**src/rtl/hft_pkg.sv**
```systemverilog
package hft_pkg;
  // Action applied to the remaining-time counter in a cycle
  typedef enum logic [1:0] {
    ACT_HOLD = 2'd0,
    ACT_DEC  = 2'd1,
    ACT_LOAD = 2'd2
  } tmr_act_e;
endpackage

```
**src/rtl/hft_ivl_reg.sv**
```systemverilog
module hft_ivl_reg #(
  parameter int unsigned W = 16,
  parameter logic [W-1:0] RST_VAL = '0
) (
  input  logic         clk,
  input  logic         rst_n,
  input  logic         wr_en,
  input  logic [W-1:0] wr_data,
  output logic [W-1:0] ivl_q
);
  logic [W-1:0] ivl_r, ivl_n;

  always_comb begin
    ivl_n = ivl_r;
    if (wr_en) ivl_n = wr_data;
  end

  always_ff @(posedge clk or negedge rst_n) begin
    if (!rst_n) ivl_r <= RST_VAL;
    else if (wr_en) ivl_r <= ivl_n;
  end

  assign ivl_q = ivl_r;
endmodule

```
**src/rtl/hft_remain_ctr.sv**
```systemverilog
module hft_remain_ctr
  import hft_pkg::*;
#(
  parameter int unsigned W = 16
) (
  input  logic         clk,
  input  logic         rst_n,
  input  tmr_act_e     act,
  input  logic [W-1:0] load_val,
  output logic [W-1:0] remain_q,
  output logic         at_zero
);
  logic [W-1:0] cnt_r, cnt_n;
  logic         cnt_en;

  assign cnt_en = (act != ACT_HOLD);

  always_comb begin
    cnt_n = cnt_r;
    unique case (act)
      ACT_DEC:  cnt_n = cnt_r - 1'b1;
      ACT_LOAD: cnt_n = load_val;
      default:  cnt_n = cnt_r;
    endcase
  end

  always_ff @(posedge clk or negedge rst_n) begin
    if (!rst_n) cnt_r <= '0;
    else if (cnt_en) cnt_r <= cnt_n;
  end

  assign remain_q = cnt_r;
  assign at_zero  = (cnt_r == '0);
endmodule

```
**src/rtl/hft_frame_ctr.sv**
```systemverilog
module hft_frame_ctr #(
  parameter int unsigned W = 14
) (
  input  logic         clk,
  input  logic         rst_n,
  input  logic         step,
  input  logic         clr_req,
  output logic [W-1:0] frame_q,
  output logic         sof_q
);
  localparam logic [W-1:0] FRN_MAX = '1;

  logic [W-1:0] frame_r, frame_n;
  logic         pend_r, pend_n;
  logic         sof_r, sof_n;
  logic         zero_next;

  // A clear already pending, or arriving now, zeroes the number at the next step
  assign zero_next = pend_r | clr_req;

  always_comb begin
    frame_n = frame_r;
    pend_n  = zero_next;
    sof_n   = 1'b0;
    if (step) begin
      sof_n  = 1'b1;
      pend_n = 1'b0;
      if (zero_next || (frame_r == FRN_MAX)) frame_n = '0;
      else frame_n = frame_r + 1'b1;
    end
  end

  always_ff @(posedge clk or negedge rst_n) begin
    if (!rst_n) begin
      frame_r <= '0;
      pend_r  <= 1'b1;
      sof_r   <= 1'b0;
    end else begin
      if (step) frame_r <= frame_n;
      pend_r <= pend_n;
      sof_r  <= sof_n;
    end
  end

  assign frame_q = frame_r;
  assign sof_q   = sof_r;
endmodule

```
**src/rtl/hft_sof_timer.sv**
```systemverilog
module hft_sof_timer
  import hft_pkg::*;
#(
  parameter int unsigned IVL_W = 16,
  parameter int unsigned FRN_W = 14,
  parameter logic [IVL_W-1:0] RST_IVL = 16'd59999
) (
  input  logic             clk,
  input  logic             rst_n,
  input  logic             run_en,
  input  logic             ivl_wr,
  input  logic [IVL_W-1:0] ivl_wdata,
  input  logic             frm_clr,
  output logic [IVL_W-1:0] ivl_q,
  output logic [IVL_W-1:0] remain_q,
  output logic [FRN_W-1:0] frame_q,
  output logic             sof_pulse,
  output logic             odd_frame
);
  logic     at_zero;
  logic     reload;
  tmr_act_e act;

  assign reload = run_en & at_zero;

  always_comb begin
    if (!run_en)     act = ACT_HOLD;
    else if (at_zero) act = ACT_LOAD;
    else             act = ACT_DEC;
  end

  hft_ivl_reg #(.W(IVL_W), .RST_VAL(RST_IVL)) u_ivl (
    .clk     (clk),
    .rst_n   (rst_n),
    .wr_en   (ivl_wr),
    .wr_data (ivl_wdata),
    .ivl_q   (ivl_q)
  );

  hft_remain_ctr #(.W(IVL_W)) u_rem (
    .clk      (clk),
    .rst_n    (rst_n),
    .act      (act),
    .load_val (ivl_q),
    .remain_q (remain_q),
    .at_zero  (at_zero)
  );

  hft_frame_ctr #(.W(FRN_W)) u_frm (
    .clk     (clk),
    .rst_n   (rst_n),
    .step    (reload),
    .clr_req (frm_clr),
    .frame_q (frame_q),
    .sof_q   (sof_pulse)
  );

  assign odd_frame = frame_q[0];
endmodule

```
**config.mk**
```make
export PLATFORM = sky130hd
export DESIGN_NAME = hft_sof_timer
export DESIGN_NICKNAME = d
export VERILOG_FILES = /design/src/rtl/hft_pkg.sv /design/src/rtl/hft_ivl_reg.sv /design/src/rtl/hft_remain_ctr.sv /design/src/rtl/hft_frame_ctr.sv /design/src/rtl/hft_sof_timer.sv
export SDC_FILE = /design/constraint.sdc
export NUM_CORES = 1
export LEC_CHECK = 0
export BUFFER_PORTS_ARGS = -buffer_cell sky130_fd_sc_hd__buf_4
export CAP_MARGIN = 15
export CELL_PAD_IN_SITES_DETAIL_PLACEMENT = 0
export CELL_PAD_IN_SITES_GLOBAL_PLACEMENT = 2
export CORE_ASPECT_RATIO = 1.1
export CORE_MARGIN = 3
export CORE_UTILIZATION = 35
export CTS_CLUSTER_DIAMETER = 100
export DETAILED_ROUTE_END_ITERATION = 16
export GPL_ROUTABILITY_DRIVEN = 0
export HOLD_SLACK_MARGIN = 0.02
export PLACE_DENSITY_LB_ADDON = 0.1
export SLEW_MARGIN = 10
export SYNTH_ARGS = -nofsm -noshare
export SYNTH_HDL_FRONTEND = slang
export SYNTH_HIERARCHICAL = 1
export SYNTH_SLANG_ARGS = --single-unit
```
**constraint.sdc**
```tcl
create_clock -name clk -period 6.8 [get_ports clk]
set_clock_uncertainty 0.05 [all_clocks]
set_input_delay 0.68 -clock clk [delete_from_list [all_inputs] [get_ports clk]]
set_output_delay 0.68 -clock clk [all_outputs]
set_load 0.02 [all_outputs]
```
## After elaboration in Yosys (flattened, before gate mapping)

Cells that the tools add are included.

- Bits of input ports: 21
- Output and inout port bits: 48
- Register bits: 48
- Word-level logic and storage cells: 23

- Muxes and demuxes: 6
- Add/subtract/negate cells: 2
- Bitwise logic cells: 2
- Reductions and logical operators: 5
- Eq/ne operators: 3

Operator list:

| cell | number |
|---|---|
| 16-bit case mux with 2 select lines | 1 |
| 16-bit logical NOT | 1 |
| 16-bit by 1-bit subtractor with 16-bit output (second input constant) | 1 |
| 14-bit by 1-bit adder with 14-bit output (second input constant) | 1 |
| 14-bit equality test (second input constant) | 1 |
| 14-bit 2-to-1 mux | 1 |
| 2-bit 2-to-1 mux | 2 |
| 2-bit nonzero test | 2 |
| 2-bit by 1-bit equality test with 1-bit output (second input constant) | 1 |
| 2-bit equality test (second input constant) | 1 |
| 1-bit 2-to-1 mux | 2 |
| 2-bit AND reduction | 1 |
| 1-bit AND | 1 |
| 1-bit logical OR | 1 |
| 1-bit OR | 1 |

## Depth between registers and ports, before layout

- Word-level depth: 6
- Mapped depth: 13
- Mapped depth without buffers: 12

## Modules after synthesis

The synthesis kept the hierarchy.

Modules (own cells, without submodules):

| module | cells each | instances | area an instance (um^2) | sequential area each (um^2) |
|---|---|---|---|---|
| hft_remain_ctr | 118 | 1 | 1033.5 | 400.4 |
| hft_frame_ctr | 81 | 1 | 810.8 | 401.6 |
| hft_ivl_reg | 34 | 1 | 663.1 | 414.1 |
| hft_sof_timer | 3 | 1 | 23.8 | 0.0 |

## Least setup slack after synthesis

Ideal clock, no wire load.

- Kind: flip-flop to flip-flop
- Start: register u_rem.cnt_r[0] (netlist: u_rem/remain_q[0])
- End: register u_rem.cnt_r[8] (netlist: u_rem/remain_q[8])
- Setup slack: 3978 ps
- Buffers on the path: 1
- Period minus slack after synthesis: 2822 ps
- Library setup time: 69 ps
- Arrival: 2703 ps
- Data required time: 6681 ps
- Cell stages (with the launch flop): 13
- Cell sequence: dfrtp_1 -> inv_1 -> ha_1 -> nor3b_4 -> nand4_1 -> nor2_1 -> and2b_2 -> inv_1 -> ha_1 -> or2_1 -> clkbuf_1 -> or4_1 -> nand3_1

- Longest elaborated chain between the ends: 6
- Elaborated cells between the ends (all ways): 10
- Those cells by class: add/sub (1); eq/ne (2); mux (3); reduce/logical (4)

Ends and longest elaborated chain:

| what | RTL line | RTL |
|---|---|---|
| from (decl) | hft_remain_ctr.sv:13 | `logic [W-1:0] cnt_r, cnt_n;` |
| from (signal assigned) | hft_remain_ctr.sv:29 | `else if (cnt_en) cnt_r <= cnt_n;` |
| 16-bit logical NOT * | hft_remain_ctr.sv:33 | `assign at_zero = (cnt_r == '0);` |
| net at_zero | hft_sof_timer.sv:20 | `logic at_zero;` |
| 2-bit 2-to-1 mux * | hft_sof_timer.sv:28 | `else if (at_zero) act = ACT_LOAD;` |
| 2-bit 2-to-1 mux * | hft_sof_timer.sv:27 | `if (!run_en) act = ACT_HOLD;` |
| net act[0] | hft_sof_timer.sv:22 | `tmr_act_e act;` |
| 2-bit by 1-bit equality test with 1-bit output / 2-bit equality test (equally long branches) | hft_remain_ctr.sv:20 | `unique case (act)` |
| 2-bit nonzero test (no line) | n/a |  |
| 2-bit AND reduction (no line) | n/a |  |

The timed path passes the listed nets; every way through them passes the cells marked *.
A chain may end at the register's enable or synchronous reset.

## Worst setup path after layout

- Start: register u_rem.cnt_r[0] (netlist: u_rem/remain_q[0])
- End: register u_rem.cnt_r[14] (netlist: u_rem/remain_q[14])

The elaborated chain is that of the path after synthesis.

==> implementation parameters <==
Parameter                              Value

Outcome
  Run status ... complete, no violations

Route
  1st-pass router iterations ... 4
  Average detailed-routed wire length per instance ... 16.5 um
  Detailed Route WL ... 6310 um
  Number of nets with antenna violations after detailed routing ... 0
  Number of remaining DRC errors ... 0
  DRT iter0 DRCs ... 70
  Overall via count from detail_route ... 2041
  Via density per instance ... 5.33

Synthesis
  Number of different library cells in the post-synthesis netlist ... 51
  Syn nets ... 260
  Yosys Warn Count ... 6
  Netlist Area Pre-Place ... 2530 sq um
  Avg Inst Size Synth ... 10.7 sq um
  Proportion of synthesized chip area in sequential cells ... 0.480
  Flip-flop and latch count after synthesis ... 48
  Gate Count Post-Synth ... 236

Place
  Cells after DPL ... 375
  Post-detailed-placement half-perimeter wirelength ... 4500 um
  Placement Cell Area ... 3070 sq um
  Port Buffers ... 68

CTS
  Number of buffers created by CTS ... 5
  Post-CTS Setup Repair Bufs ... 0
  Number of clock sinks ... 48
  Post-CTS resize count ... 0
  Worst-Skew Late Latency ... 300 ps
  Root buffer cell ... sky130_fd_sc_hd__clkbuf_8
  H-tree levels ... 2
  TritonCTS clock tree ... done
  Clock-pin slew on the worst setup and hold paths ... 90 ps
  Clock buffer depth ... 2
  Hold-fix buffers at CTS ... 0

GRT
  Number of antenna violations at the first check in global routing ... 0
  Total GRT Usage ... 0.167
  Gr ovfl total ... 0
  Vias in the first global route ... 2065
  Wire length of the first global-routing pass ... 10700 um
  Maximum number of pins on one net before global-route repair ... 49

Floorplanning
  Number of top-level design ports ... 69
  Die Width ... 87.1 um
  Overall die height ... 95.2 um
  Die Area ... 8290 sq um
  Std cell rows ... 31
  Initial Utilization ... 0.373
  Core region area ... 6790 sq um

Critical path
  Startpoint types ... register
  Dominant delay contributor by cell family on the critical path ... simple AND/OR/NAND/NOR gates
  Number of cells traversed by the worst register-to-register path ... 11
  Critical path cell sequence ... inv_1 -> ha_1 -> nor3b_4 -> nand4_1 -> nor2_1 -> and2_2 -> ha_1 -> nor2b_1 -> a22oi_1 -> a21boi_0 -> mux2i_1
  Crit path top cell by count ... sky130_fd_sc_hd__ha_1
  Highest-delay cell along the critical path ... sky130_fd_sc_hd__nor2b_1
  Capturing element type of the critical path ... register
  Number of cells on the critical path ... 11
  Crit path arrival time ... 3930 ps
  CP max FO ... 21
  Delay of the slowest cell on the worst path ... 790 ps
  Crit path required time ... 6970 ps
  Critical path type ... register to register
  Worst Path Buf+Inv ... 1

STA
  Slew at the pin closest to its max-slew limit ... 883 ps
  Setup Total Neg Slack ... 0 ps
  Hold violation count in the final report ... 0
  Post-route clock period utilization ... 0.552
  Max-Slew Margin vs Limit ... 0.410
  Crit path time final ... 3750 ps
  Number of pins with negative max-slew slack in the final report ... 0
  Worst Hold Slack ... 349 ps
  Final Setup Violations ... 0
  Upper clock frequency limit ... 266 MHz
  RSZ-0062 raised after global routing ... false

Job
  Max-cap violations ... 0

Hold path
  Worst min path class ... input port to asynchronous set/reset pin

Pwr
  Net switching power ... 0.215 mW
  Cell internal power dissipation ... 0.472 mW
  Clock network fraction of design power ... 0.255
  Peak VDD IR ... 0.157 mV
  Share of total power in sequential cells ... 0.519
  Sw Share ... 0.313
  Power per standard cell area ... 218 nW/um^2
  Combinational cell fraction of total power ... 0.226
  Leakage power summed over all cells ... 1.39 nW

Final layout
  Share of layout cells above drive strength 1 ... 0.379
  Final non-filler cell area ... 3160 sq um
  Number of standard cells in the layout, taps in and fillers out ... 383
  Area grow syn2layout ... 24.7%
  N_diodes ... 0
  Final Util ... 0.465
  Final net count ... 324
  Filler Cells Inserted ... 656
==> power by group through the flow <==
stage               sequential, mW  combinational (mW)  clock [mW]
CTS                          0.357               0.158       0.184
global route                 0.364               0.169       0.197
detailed placement           0.362               0.158           0
floorplan                    0.386              0.0599           0
global placement             0.362               0.157           0
finish                       0.357               0.155       0.175
==> synthesized netlist by cell type, drive strengths merged <==
| library cell | number | area share |
|---|---|---|
| and2 | 1 | 0.0030 |
| nor4 | 6 | 0.025 |
| a21oi | 5 | 0.0099 |
| mux2 | 16 | 0.086 |
| o21a | 2 | 0.0059 |
| xor2 | 2 | 0.0069 |
| o31a | 1 | 0.0035 |
| o31ai | 2 | 0.0059 |
| nand3 | 12 | 0.024 |
| a22o | 1 | 0.0035 |
| buf | 6 | 0.024 |
| nand4 | 8 | 0.026 |
| or2 | 2 | 0.0049 |
| and2b | 1 | 0.0035 |
| dfstp | 12 | 0.12 |
| a21boi | 1 | 0.0030 |
| a211oi | 1 | 0.0030 |
| nor2 | 31 | 0.046 |
| clkbuf | 5 | 0.0074 |
| nor3 | 7 | 0.018 |
| o21bai | 1 | 0.0030 |
| o311ai | 4 | 0.014 |
| or3 | 1 | 0.0025 |
| and4 | 1 | 0.0035 |
| a22oi | 11 | 0.033 |
| o22ai | 1 | 0.0025 |
| o21ai | 11 | 0.022 |
| nor3b | 2 | 0.010 |
| o211ai | 1 | 0.0030 |
| xnor2 | 7 | 0.024 |
| dfrtp | 36 | 0.36 |
| inv | 9 | 0.013 |
| or4 | 2 | 0.0074 |
| mux2i | 6 | 0.024 |
| nand4b | 1 | 0.0035 |
| nand2 | 13 | 0.020 |
| nor2b | 3 | 0.0074 |
| a221oi | 1 | 0.0035 |
| ha | 3 | 0.015 |
==> flip-flops by register name, indices dropped and copies added, names as in the netlist <==
register	cells
u_frm/pend_r	1
u_rem/remain_q	16
u_frm/sof_q	1
u_ivl/ivl_q	16
u_frm/frame_q	14
==> metal layers <==
| metal | part of all wire | GRT usage |
|---|---|---|
| met1 | 0.43 | 0.215 |
| met4 | 0.0097 | 0.0468 |
| met3 | 0.053 | 0.0337 |
| met5 | 0 | 0 |
| met2 | 0.51 | 0.284 |
==> cell type report <==
cell class | count | area (sq um) | area share
multi-input cells | 168 | 1200 | 0.381
inverters | 9 | 33.8 | 0.0107
flip-flops and latches | 48 | 1220 | 0.385
clock buffers | 8 | 90.1 | 0.0285
well taps | 82 | 103 | 0.0325
repair buffers | 68 | 510 | 0.162
==> worst paths after layout <==
path,slack [ps],end,startpoint
setup / recovery,3050,u_rem/remain_q[14],u_rem/remain_q[0]
max in group asynchronous,5940,u_frm/frame_q[7],rst_n
hold / removal,350,u_ivl/ivl_q[7],rst_n
setup reg to reg,3050,u_rem/remain_q[14],u_rem/remain_q[0]
min in group clk,500,u_rem/remain_q[0],u_ivl/ivl_q[0]
hold reg to reg,500,u_rem/remain_q[0],u_ivl/ivl_q[0]
==> logic make-up (layout without fill, tap and decap cells) <==
kind of cell             Yosys count  in the layout  synth area share
AND/OR/NAND/NOR                   91             91             0.205
buffers and inverters             20             85            0.0445
multiplexers                      22             22             0.110
adder cells (fa/ha/maj)            3              3            0.0148
AO/OA/AOI/OAI                     43             43             0.115
XOR/XNOR                           9              9            0.0311
flip-flops                        48             48             0.480
==> metrics by stage <==
| stage | power (mW) | setup WS (ps) |
|---|---|---|
| 6_report | 0.687 | 3050 |
| 2_1_floorplan | 0.446 | 3980 |
| 4_1_cts | 0.700 | 3000 |
| 5_1_grt | 0.730 | 2510 |
| 3_5_place_dp | 0.520 | 3030 |
| 3_3_place_gp | 0.519 | 3190 |
==> layout by cell type (no fill, tap or decap), drive strengths merged, types with 9 or more instances in the layout <==
master,instances
a22oi,11
buf,68
dfrtp,36
dfstp,12
inv,9
mux2,16
nand2,13
nand3,12
nor2,31
o21ai,11
Note: power is estimated with default switching activity, not from simulation.
